## config.mk

```make
export PLATFORM = sky130hd
export DESIGN_NAME = adc_out_guard
export DESIGN_NICKNAME = d
export VERILOG_FILES = /design/src/rtl/adc_guard_pkg.sv /design/src/rtl/adc_guard_datapath.sv /design/src/rtl/adc_guard_control.sv /design/src/rtl/adc_out_guard.sv
export SDC_FILE = /design/constraint.sdc
export NUM_CORES = 1
export LEC_CHECK = 0
export BUFFER_PORTS_ARGS = -buffer_cell sky130_fd_sc_hd__buf_2
export CAP_MARGIN = 20
export CORE_ASPECT_RATIO = 1.1
export CORE_UTILIZATION = 47
export DETAILED_ROUTE_END_ITERATION = 8
export GPL_TIMING_DRIVEN = 1
export HOLD_SLACK_MARGIN = 0.1
export PLACE_DENSITY = 0.84
export SYNTH_ARGS = -nofsm -noshare
export SYNTH_HDL_FRONTEND = slang
export SYNTH_HIERARCHICAL = 1
export SYNTH_SLANG_ARGS = --single-unit
```

## constraint.sdc

```tcl
create_clock -name clk -period 1.9 [get_ports clk]
set_clock_uncertainty 0.1 [all_clocks]
set_input_delay 0.095 -clock clk [delete_from_list [all_inputs] [get_ports clk]]
set_output_delay 0.095 -clock clk [all_outputs]
set_load 0.005 [all_outputs]
```

## src/rtl/adc_guard_pkg.sv

```systemverilog
package adc_guard_pkg;
  // strobes from control to datapath
  typedef struct packed {
    logic clearOut;   // force outputs to zero now
    logic loadOut;    // capture a new output pair
    logic passSample; // captured pair carries data, not zero
  } guard_strobes_t;
endpackage

```

## src/rtl/adc_guard_datapath.sv

```systemverilog
module adc_guard_datapath
  import adc_guard_pkg::*;
#(
  parameter int SAMPLE_W = 20,
  parameter int THRESH   = 458752
) (
  input  logic                clk,
  input  logic                rst_n,
  input  guard_strobes_t      strb,
  input  logic [SAMPLE_W-1:0] leftIn,
  input  logic [SAMPLE_W-1:0] rightIn,
  output logic                overHit,
  output logic [SAMPLE_W-1:0] leftOut,
  output logic [SAMPLE_W-1:0] rightOut
);
  localparam int CHANS = 2;
  localparam logic [SAMPLE_W-1:0] THRESH_V = SAMPLE_W'(THRESH);

  logic [CHANS-1:0][SAMPLE_W-1:0] sampIn;
  logic [CHANS-1:0][SAMPLE_W-1:0] sampOut;
  logic [CHANS-1:0]               chanHit;

  assign sampIn[0] = leftIn;
  assign sampIn[1] = rightIn;

  for (genvar c = 0; c < CHANS; c++) begin : g_chan
    logic [SAMPLE_W-1:0] mag;
    // unsigned magnitude; most negative code maps to 2^(W-1)
    assign mag = sampIn[c][SAMPLE_W-1] ? (~sampIn[c] + 1'b1) : sampIn[c];
    assign chanHit[c] = mag > THRESH_V;

    always_ff @(posedge clk or negedge rst_n) begin
      if (!rst_n)             sampOut[c] <= '0;
      else if (strb.clearOut) sampOut[c] <= '0;
      else if (strb.loadOut)  sampOut[c] <= strb.passSample ? sampIn[c] : '0;
    end
  end

  assign overHit  = |chanHit;
  assign leftOut  = sampOut[0];
  assign rightOut = sampOut[1];
endmodule

```

## src/rtl/adc_guard_control.sv

```systemverilog
module adc_guard_control
  import adc_guard_pkg::*;
#(
  parameter int HOLD_LEN   = 512,
  parameter int MUTE_SHORT = 1024,
  parameter int MUTE_LONG  = 12288
) (
  input  logic           clk,
  input  logic           rst_n,
  input  logic           sampleStb,
  input  logic           restart,
  input  logic           dcFiltEn,
  input  logic           overHit,
  output guard_strobes_t strb,
  output logic           overFlag
);
  localparam int HOLD_W = $clog2(HOLD_LEN + 1);
  localparam int MUTE_MAX = (MUTE_LONG > MUTE_SHORT) ? MUTE_LONG : MUTE_SHORT;
  localparam int MUTE_W = $clog2(MUTE_MAX + 1);

  logic [HOLD_W-1:0] holdCnt;
  logic [MUTE_W-1:0] muteCnt;
  logic [MUTE_W-1:0] muteLimit;
  logic              muted;

  assign muteLimit = dcFiltEn ? MUTE_W'(MUTE_LONG) : MUTE_W'(MUTE_SHORT);
  assign muted     = muteCnt < muteLimit;

  always_ff @(posedge clk or negedge rst_n) begin
    if (!rst_n) begin
      holdCnt <= '0;
      muteCnt <= '0;
    end else if (restart) begin
      holdCnt <= '0;
      muteCnt <= '0;
    end else if (sampleStb) begin
      if (overHit)             holdCnt <= HOLD_W'(HOLD_LEN);
      else if (holdCnt != '0)  holdCnt <= holdCnt - 1'b1;
      if (muted)               muteCnt <= muteCnt + 1'b1;
    end
  end

  assign overFlag        = holdCnt != '0;
  assign strb.clearOut   = restart;
  assign strb.loadOut    = sampleStb;
  assign strb.passSample = !muted;
endmodule

```

## src/rtl/adc_out_guard.sv

```systemverilog
module adc_out_guard
  import adc_guard_pkg::*;
#(
  parameter int SAMPLE_W   = 20,
  parameter int HOLD_LEN   = 512,
  parameter int MUTE_SHORT = 1024,
  parameter int MUTE_LONG  = 12288
) (
  input  logic                clk,
  input  logic                rst_n,
  input  logic                sampleStb,
  input  logic                restart,
  input  logic                dcFiltEn,
  input  logic [SAMPLE_W-1:0] leftIn,
  input  logic [SAMPLE_W-1:0] rightIn,
  output logic                overFlag,
  output logic [SAMPLE_W-1:0] leftOut,
  output logic [SAMPLE_W-1:0] rightOut
);
  // 0.875 of positive full scale, about -1.16 dB
  localparam int THRESH = (7 * (1 << (SAMPLE_W - 1))) / 8;

  guard_strobes_t strb;
  logic           overHit;

  adc_guard_control #(
    .HOLD_LEN(HOLD_LEN), .MUTE_SHORT(MUTE_SHORT), .MUTE_LONG(MUTE_LONG)
  ) u_ctrl (
    .clk(clk), .rst_n(rst_n), .sampleStb(sampleStb), .restart(restart),
    .dcFiltEn(dcFiltEn), .overHit(overHit), .strb(strb), .overFlag(overFlag)
  );

  adc_guard_datapath #(
    .SAMPLE_W(SAMPLE_W), .THRESH(THRESH)
  ) u_dp (
    .clk(clk), .rst_n(rst_n), .strb(strb), .leftIn(leftIn), .rightIn(rightIn),
    .overHit(overHit), .leftOut(leftOut), .rightOut(rightOut)
  );
endmodule

```

==> out/results.tsv, run 1 <==
metric	value	unit
numPortBuffers	85	
synth_top_area_share	52.4	%
dieWidth	78.9	um
violations	setup timing	
dpl.hpwl	5270	um
required	2.01	ns
grt.overflow.total	0	
clk_path_buf_depth	2	
critPathMaxFanout	4	
yosys.area.top_type	dfrtp_1	
worstPathArrival	2.18	ns
multi_input_area	1480	um^2
timing.rr.start	u_ctrl/holdCnt[1]	
clk_pin_slew	0.08	ns
netlist_top_cells_area	dfrtp_1, a22o_1, nor2_1	
grt_antenna_before_repair	2	
fin_nets	485	
post_drt_wl_per_cell	23.3	um
layout_commonest_cell	buf_2	
r2r_cells	7	
synth_cells	269	
fin_crit_sh	109	%
clock_latency	0.35	ns
fp.coreArea	6230	um^2
grt_start_max_net_pins	41	
ys_seq_elements	64	
final_cell_mix	buf_2, dfrtp_1, dlygate4sd3_1	
tritoncts	yes	
async_flop_share	100	%
total_power	0.00503	W
dr.first_iter.drc_count	460	
grt_usage	30.8	%
viasPerCell	6.53	
final-hold-violation-count	0	
cts_sinks	64	
htreeDepth	3	
first_pass_iters	6	
path_class	in2reg	
regArea	1600	um^2
crit_path_end_kind	register	
die-area	6820	um^2
startpoint_type	primary input	
die_h	86.5	um
r2r_slack	-0.11	ns
ios	86	
synthFlopType	dfrtp_1	
synth.cell_area	3050	um^2
setup_viol	19	
gp_congestion	0.837	
fp-row-count	30	
fmax	0.482	GHz
cap_violations	0	
hold_path_class	in2async	
status	complete, but fails checks	
clockRootBuffer	clkbuf_8	
wl	12200	um
slew_headroom	68.1	%
fin_crit	2.07	ns
synth.distinct_cells	52	
synth_edf_count	0	
drv_slew	0	
grt_setup_unrepaired	yes	
fin_ws	-0.175	ns
grt_pass1_vias	3126	
antenna_left	0	
ir_worst_vdd	0.000671	V
power_density	1080	nW/um^2
syn_nets	318	
seq_area_frac_synth	52.4	%
num-fill-cells	359	
grt_pass1_wl	15900	um
antenna_cells	0	
routed-via-count	3402	
r2r_end	u_ctrl/holdCnt[7]	
initial_core_util	49.0	%
syn_area_per_cell	11.4	um^2
place_ws	-0.0880	ns
syn2layout_area_growth	52.7	%
tightest_slew	0.477	ns
drc	0	
drive_gt1_share	40.8	%
cellLeakagePower	2.33	nW
cts_buffers	9	
synth-warning-count	6	
## repair_timing
action / in CTS / in global routing
gates resized for setup: 11 / 26
setup buffers: 5 / 11
hold buffers: 43 / 0
gates cloned: 0 / 3
hold endpoints to repair: 109 / 0
setup endpoints to repair: 8 / 57
pin swaps: 3 / 9
## kinds of logic after synthesis
family          Yosys count  synth area share [%]
mux                       5                  1.76
buf+inv                  24                  5.12
flops                    64                  52.4
compound gates           73                  18.7
fa+ha+maj                 4                  1.64
xor+xnor                  7                  2.01
simple gates             92                  18.4
## metrics by stage
step	TNS (ns)	hold slack [ns]	utilization (%)	area (um^2)	std cells
after floorplan	0	-0.301	-	3070	269
after global placement	-0.236	-0.0557	59.1	3680	443
after detailed placement	-0.377	-0.0511	59.1	3680	443
after CTS	-0.111	0.129	70.6	4400	507
after global routing	-2.17	0.158	74.8	4660	521
final	-1.02	0.134	74.8	4660	521
## state kept, by name, summed over array words and instances, names as in the netlist
name / flops
u_ctrl/muteCnt: 14
u_dp/rightOut: 20
u_ctrl/holdCnt: 10
u_dp/leftOut: 20
## worst max-delay path by stage
stage,from,to,slack (ns),cells after the start
5_1_grt,leftIn[19],u_ctrl/holdCnt[6],-0.18,8
6_report,rightIn[17],u_ctrl/holdCnt[7],-0.17,9
2_1_floorplan,u_ctrl/muteCnt[12],u_ctrl/muteCnt[13],0.02,5
4_1_cts,u_ctrl/muteCnt[13],u_ctrl/muteCnt[13],-0.04,5
3_3_place_gp,leftIn[12],u_ctrl/holdCnt[1],-0.06,8
3_5_place_dp,u_ctrl/holdCnt[1],u_ctrl/holdCnt[6],-0.09,6
## cell type report
class,count,area share (%)
clock buffer,11,3.25
multi-input combinational,181,31.8
inverter,7,0.563
tap,80,2.15
clock inverter,5,0.671
timing repair buffer,173,27.2
sequential,64,34.4
## layer usage
metal	share of wire, %	track usage (%)
met1	36	34.3
met2	47	52.8
met5	0.15	0
met4	6.2	17.5
met3	11	8.95
## cells in the mapped netlist (2+ instances only)
library cell and instances:
nor2_1 21, mux2i_1 2, buf_2 5, nor3_2 2, o21ai_0 7, nor4_1 11, buf_8 4, nand4_1 10
nor4b_1 3, nand3_1 5, inv_1 7, a22o_1 40, nand2_1 8, nand3b_1 2, or3_1 4, and4_1 2
nor3_1 2, dfrtp_1 64, nand2b_1 3, buf_4 2, xnor2_1 3, nor2b_1 5, ha_1 4, and3b_1 2
a211oi_1 2, a21oi_1 10, and3_1 3, mux2_1 3, clkbuf_1 5, xor2_1 4, or4_1 3
## critical path, stage by stage
cell           delay (ns)
dlygate4sd3_1        0.53
buf_2                0.16
nor4b_1              0.42
nor2_1               0.14
nand3_2              0.12
nand2b_4             0.16
nor4_1               0.07
a32oi_1              0.35
o41ai_2              0.13
## power by group
group | switching (W) | internal, W
clock | 0.000578 | 0.000541
combinational | 0.00109 | 0.00116
sequential | 0.000195 | 0.00147
total | 0.00187 | 0.00317
No activity file was read; power rests on OpenSTA's default activity.
==> run 2: changes to the inputs <==
--- a/config.mk
+++ b/config.mk
@@ -5,14 +5,15 @@
 export SDC_FILE = /design/constraint.sdc
 export NUM_CORES = 1
 export LEC_CHECK = 0
+export ABC_AREA = 1
 export BUFFER_PORTS_ARGS = -buffer_cell sky130_fd_sc_hd__buf_2
 export CAP_MARGIN = 20
 export CORE_ASPECT_RATIO = 1.1
-export CORE_UTILIZATION = 47
+export CORE_UTILIZATION = 49
 export DETAILED_ROUTE_END_ITERATION = 8
 export GPL_TIMING_DRIVEN = 1
 export HOLD_SLACK_MARGIN = 0.1
-export PLACE_DENSITY = 0.84
+export PLACE_DENSITY = 0.85
 export SYNTH_ARGS = -nofsm -noshare
 export SYNTH_HDL_FRONTEND = slang
 export SYNTH_HIERARCHICAL = 1
==> run 2 against run 1 <==
Compared with the run above:
- the run ends with DRC left
- wire length fell by 14%
- clock power rose by 9%
- sequential power fell by 4%
- sequential cell count did not move
- utilization fell by 4.4 points
- maximum frequency rose by 9.8%
- first-iteration DRC count fell by 9.8%
- register-to-register slack improved by 0.21 ns
- critical path type unchanged
- critical endpoint unchanged
- largest power group is now registers
==> out/results.tsv, run 2 <==
metric	value	unit	change
status	complete, but fails checks		
violations	DRC		
syn_nets	550		+73%
placedInstanceArea	4290	um^2	+17%
ir_worst_vdd	0.000534	V	-20%
required	2.05	ns	+0.04 ns
gp_congestion	0.908		+8.5%
crit_top_cell	nand2_1		
final-hold-violation-count	0		unchanged
tritoncts	yes		
final_cell_mix	nand2_1, inv_1, buf_2		
grt_antenna_before_repair	1		-1
r2r_slack	0.10	ns	+0.21 ns
cellLeakagePower	2.55	nW	+9.2%
synth-warning-count	6		unchanged
fp-row-count	32		+6.7%
drc	4		+4
r2r_cells	6		-1
setup_viol	0		-19
synth.cell_area	3710	um^2	+22%
grt_start_max_net_pins	65		+59%
cp_top_family	buffers and inverters		
fp.coreArea	7170	um^2	+15%
fmax	0.529	GHz	+9.8%
routed-via-count	3930		+16%
synth-adder-area-share	1.35	%	-0.29 points
crit_cells	14		+5
critPathMaxFanout	9		+5
clk_pin_slew	0.07	ns	about the same
antenna_left	0		unchanged
grt_usage	26.7	%	-4.1 points
clk_path_buf_depth	2		unchanged
power_density	805	nW/um^2	-25%
synth.distinct_cells	32		-38%
place_ws	-0.0531	ns	+0.0349 ns
fin_crit	1.89	ns	-0.185 ns
ios	86		unchanged
synth_compound_area_share	10.8	%	-7.9 points
clockRootBuffer	clkbuf_8		
dp.cells	669		+51%
muxShareOfSynthArea	0	%	-1.8 points
die_h	93.3	um	+7.8%
drive_gt1_share	24.2	%	-17 points
path_class	in2reg		
syn_area_per_cell	7.41	um^2	-35%
synth_cells	501		+86%
clock_latency	0.34	ns	about the same
synth_edf_count	0		unchanged
synthFlopType	dfrtp_1		
holdWs	0.187	ns	+0.0537 ns
yosys-top-cells-count	nand2_1, inv_1, dfrtp_1		
htreeDepth	3		unchanged
wl	10400	um	-14%
synth_top_family_by_area	simple AND/OR/NAND/NOR gates		
worstPathArrival	2.04	ns	-0.14 ns
first_pass_iters	7		+1
tightest_slew	0.546	ns	+0.0691 ns
total_power	0.00406	W	-19%
drv_slew	0		unchanged
hold_path_class	in2reg		
ys_seq_elements	64		unchanged
yosys.area.top_type	dfrtp_1		
dpl.hpwl	6290	um	+19%
layout_commonest_cell	nand2_1		
path_cells	dlygate4sd3_1 -> buf_4 -> o21ai_4 -> nand2_1 -> nand2_1 -> nand2_1 -> nor2_2 -> nand3_2 -> nand3_4 -> nor2_8 -> nand3_4 -> nand2_4 -> clkbuf_16 -> o21ai_1		
dr.first_iter.drc_count	415		-9.8%
startpoint_type	primary input		
synthXorXnorAreaFrac	1.18	%	-0.83 points
netlist_top_cells_area	dfrtp_1, nand2_1, inv_1		
die-area	7930	um^2	+16%
fin_ws	0.0106	ns	+0.185 ns
cts_buffers	9		unchanged
fin_crit_sh	99.4	%	-9.8 points
slew_headroom	63.2	%	-4.8 points
synth.most_common_cell	nand2_1		
final_cell_area	5050	um^2	+8.3%
grt_pass1_wl	16600	um	+4.5%
seq_area_frac_synth	43.2	%	-9.3 points
numPortBuffers	85		unchanged
crit_buf_inv	3		+1
crit_path_end_kind	register		
viasPerCell	5.38		-18%
synth-simple-area-share	30.2	%	+12 points
synth_top_area_share	43.2	%	-9.3 points
cp_slowest_cell	dlygate4sd3_1		
fin_cells	731		+40%
initial_core_util	51.8	%	+2.8 points
slowest_delay	0.54	ns	about the same
grt_pass1_vias	3610		+15%
async_flop_share	100	%	unchanged
cap_violations	0		unchanged
syn2layout_area_growth	36.1	%	
hold_depth	5		
dieWidth	85.0	um	+7.8%
cts_sinks	64		unchanged
post_drt_wl_per_cell	14.3	um	-39%
grt.overflow.total	0		unchanged
fin_nets	690		+42%
## run 2: cell types whose count changed after synthesis, moves of 7 or more
cell	change
nor2_1	+23
inv_1	+97
nor4_1	-9
a22o_1	-40
nor2_2	+7
o22ai_1	+40
o21ai_1	+12
nand2_1	+99
nor2_4	+7
nand3_1	+39
## run 2: through the flow
step	setup TNS, ns	utilization, %
floorplan	0	-
global placement	-0.0165	59.9
detailed placement	-0.122	59.9
CTS	0	68.6
global route	-0.502	70.5
finish	0	70.5
## run 2: logic make-up (layout without fill, tap and decap cells)
logic type      count (synthesis)  in the layout
xor+xnor                        5              5
compound gates                 68             68
other cells                     0              1
flops                          64             64
buf+inv                       123            267
simple gates                  237            237
fa+ha+maj                       4              4
## run 2: area by class of cell
type	count	area [um^2]
Antenna cell	1	2.50
Clock buffer	11	151
Clock inverter	4	53.8
Fill cell	516	2120
Inverter	107	404
Multi-Input combinational cell	314	1680
Sequential cell	64	1600
Tap cell	85	106
Timing Repair Buffer	145	1060
## run 2: path summary, 6_finish.rpt
kind                                    startpoint                 to
worst max-delay path                    leftIn[19]  u_ctrl/holdCnt[7]
worst min-delay path                     sampleStb  u_ctrl/muteCnt[1]
worst max register to register  u_ctrl/muteCnt[13]    u_dp/leftOut[0]
worst min register to register   u_ctrl/holdCnt[0]  u_ctrl/holdCnt[0]
max in group asynchronous                    rst_n  u_ctrl/muteCnt[2]
min in group asynchronous                    rst_n    u_dp/leftOut[6]
## run 2: worst register-to-register path, stage by stage (launching register included)
cell and delay, ns:
dfrtp_1 0.41, ha_1 0.30, a21oi_1 0.23, nand2_1 0.08, nand3b_1 0.13, buf_12 0.22
o22ai_1 0.17
## run 2: power by group
group / total (W) / internal [W] / switching, W
clock: 0.00122 / 0.000672 / 0.000545
sequential: 0.00160 / 0.00147 / 0.000132
combinational: 0.00125 / 0.000527 / 0.000722
## run 2: layer usage
layer	part of all wire [%]	global-route usage, %	routed length [um]	vias up
met5	0	0	0	-
met4	3.8	12.0	401	0
met1	41	32.5	4250	1857
met3	5.7	5.38	591	36
li1	-	-	-	1863
met2	50	45.7	5180	174
## run 2: what timing repair did
item / 4_1_cts / 5_1_grt
hold buffers: 42 / 2
resized for setup: 0 / 16
hold endpoints to repair: 108 / 2
buffers inserted: 0 / 2
endpoints found under the setup margin: 0 / 10
==> run 3: changes to the inputs <==
--- a/config.mk
+++ b/config.mk
@@ -9,12 +9,11 @@
 export BUFFER_PORTS_ARGS = -buffer_cell sky130_fd_sc_hd__buf_2
 export CAP_MARGIN = 20
 export CORE_ASPECT_RATIO = 1.1
-export CORE_UTILIZATION = 49
+export CORE_UTILIZATION = 48
 export DETAILED_ROUTE_END_ITERATION = 8
 export GPL_TIMING_DRIVEN = 1
 export HOLD_SLACK_MARGIN = 0.1
-export PLACE_DENSITY = 0.85
+export PLACE_DENSITY = 0.84
 export SYNTH_ARGS = -nofsm -noshare
 export SYNTH_HDL_FRONTEND = slang
-export SYNTH_HIERARCHICAL = 1
 export SYNTH_SLANG_ARGS = --single-unit
==> run 3 against run 2 <==
Compared with the run above:
- sequential share of layout area grew 1.5 points
- worst setup slack lost 0.022 ns
- highest routed layer unchanged
- design area shrank 4.5%
- the flow finishes with violations (setup timing)
- sequential cell count is the same
- maximum frequency shrank 1.1%
- final cell count shrank 11%
- utilization grew 1.4 points
==> out/results.tsv, run 3 <==
metric	value	unit	change
status	complete, but fails checks		
violations	setup timing		
syn_nets	481		-13%
async_flop_share	100	%	unchanged
fin_crit_sh	101	%	+1.1 points
grt_antenna_before_repair	0		-1
ys_seq_elements	64		unchanged
fp-row-count	31		-3.1%
fmax	0.523	GHz	-1.1%
drc	0		-4
hold_path_class	in2reg		
initial_core_util	50.4	%	-1.3 points
dr.first_iter.drc_count	302		-27%
worstPathArrival	2.06	ns	+0.02 ns
fin_nets	613		-11%
numPortBuffers	85		unchanged
synth.most_common_cell	nand2_1		
final-hold-violation-count	0		unchanged
critPathMaxFanout	7		-2
clock_latency	0.36	ns	+0.02 ns
startpoint_type	register		
drv_slew	0		unchanged
final_cell_mix	buf_2, dfrtp_1, nand2_1		
synthFlopType	dfrtp_1		
tightest_slew	0.577	ns	+0.0303 ns
antenna_left	0		unchanged
post_drt_wl_per_cell	16.7	um	+17%
slew_headroom	61.5	%	-1.7 points
syn_area_per_cell	7.83	um^2	+5.8%
grt_pass1_vias	3712		+2.8%
synth_edf_count	0		unchanged
viasPerCell	5.57		+3.5%
antenna_cells	0		-1
placedInstanceArea	4000	um^2	-6.8%
grt_setup_unrepaired	yes		
grt_start_max_net_pins	42		-35%
cts_buffers	9		unchanged
synth_cells	432		-14%
clockRootBuffer	clkbuf_8		
clk_pin_slew	0.08	ns	about the same
synth.distinct_cells	29		-9.4%
fin_crit	1.91	ns	+0.0216 ns
cap_violations	0		unchanged
ios	86		unchanged
final_cell_area	4820	um^2	-4.5%
dieWidth	82.1	um	-3.4%
path_class	reg2reg		
setup_viol	5		+5
layout_commonest_cell	buf_2		
wl	10900	um	+4.6%
required	2.05	ns	about the same
crit_path_end_kind	register		
synth-warning-count	0		-6
syn2layout_area_growth	42.6	%	
grt_usage	30.6	%	+3.9 points
htreeDepth	3		unchanged
ir_worst_vdd	0.000505	V	-5.4%
routed-via-count	3623		-7.8%
seq_area_frac_synth	47.3	%	+4.2 points
netlist_top_cells_area	dfrtp_1, nand3_1, nand2_1		
gp_congestion	0.855		-5.9%
drive_gt1_share	32.9	%	+8.7 points
dpl.hpwl	6080	um	-3.4%
first_pass_iters	4		-3
grt_pass1_wl	17100	um	+2.9%
grt.overflow.total	0		unchanged
power_density	879	nW/um^2	+9.2%
fp.coreArea	6710	um^2	-6.4%
cts_sinks	64		unchanged
die_h	90.1	um	-3.4%
synth.cell_area	3380	um^2	-8.8%
fin_ws	-0.0110	ns	-0.0216 ns
tritoncts	yes		
holdWs	0.0988	ns	-0.0885 ns
yosys.area.top_type	dfrtp_1		
cellLeakagePower	2.45	nW	-3.8%
synth_top_area_share	47.3	%	+4.2 points
clk_path_buf_depth	2		unchanged
yosys-top-cells-count	nand2_1, dfrtp_1, nand3_1		
total_power	0.00424	W	+4.3%
die-area	7390	um^2	-6.7%
## run 3: cell count changes after synthesis, sizes merged, moves of 13 or more
cell	delta
inv	-43
nand2	-35
nand3	+13
nor2	-14
o21ai	+36
o22ai	-38
## run 3: power breakdown
| part | switching [W] | leakage (nW) | total, W | internal [W] |
|---|---|---|---|---|
| Clock | 0.000588 | 0.106 | 0.00136 | 0.000773 |
| Sequential | 0.000131 | 0.882 | 0.00161 | 0.00147 |
| Combinational | 0.000673 | 1.46 | 0.00127 | 0.000599 |
| Total | 0.00139 | 2.45 | 0.00424 | 0.00285 |
## run 3: final timing paths
kind / from / endpoint / slack (ns) / cells past startpoint
hold / removal: leftIn[12] / u_dp.leftOut[12] / 0.1 / 3
setup reg to reg: u_ctrl.holdCnt[0] / u_ctrl.holdCnt[7] / -0.01 / 11
setup / recovery: u_ctrl.holdCnt[0] / u_ctrl.holdCnt[7] / -0.01 / 11
hold reg to reg: u_dp.leftOut[14] / u_dp.leftOut[14] / 0.41 / 2
min in group asynchronous: rst_n / u_dp.rightOut[15] / 0.16 / 2
max in group asynchronous: rst_n / u_dp.rightOut[7] / 0.92 / 3
## run 3: through the flow
stage	TNS, ns	std cells	utilization (%)	worst slack, ns
after detailed placement	-0.0161	598	59.6	-0.0161
after global placement	0	598	59.6	0.0745
after global routing	-1.10	651	71.9	-0.116
final	-0.0324	651	71.9	-0.0110
after CTS	0	656	69.4	0.00601
after floorplan	0	432	-	0.0441
## run 3: layer usage
metal / routed length [um] / global-route usage (%)
met1: 4040 / 34.4
met2: 5790 / 52.1
met3: 633 / 5.58
met4: 436 / 18.3
met5: 0 / 0
## run 3: area by class of cell
cell class,count,area (um^2)
Inverter,64,240
Multi-Input combinational cell,288,1640
Clock inverter,5,80.1
Sequential cell,64,1600
Tap cell,82,103
Fill cell,479,1890
Clock buffer,11,141
Timing Repair Buffer,137,1020
## run 3: cells by family after synthesis
group / synth area share, %
simple gates: 27.9
flops: 47.3
fa+ha+maj: 1.48
buf+inv: 9.24
xor+xnor: 2.29
compound gates: 11.8
## run 3: critical path, stage by stage, from the launching register on
cell	delay [ns]
dfrtp_1	0.38
inv_1	0.06
ha_2	0.18
nand4_1	0.11
nor2_1	0.11
nand2_1	0.07
or2_4	0.25
nor2_4	0.08
nand3_2	0.10
nand2_4	0.14
buf_12	0.14
o21ai_2	0.06
## run 3: what timing repair did
item / in CTS / in global routing
hold buffers: 42 / 0
hold endpoints to repair: 107 / 0
resized for setup: 3 / 53
buffers inserted: 0 / 7
setup endpoints to repair: 4 / 18
pin swaps: 2 / 20
gates cloned: 0 / 0
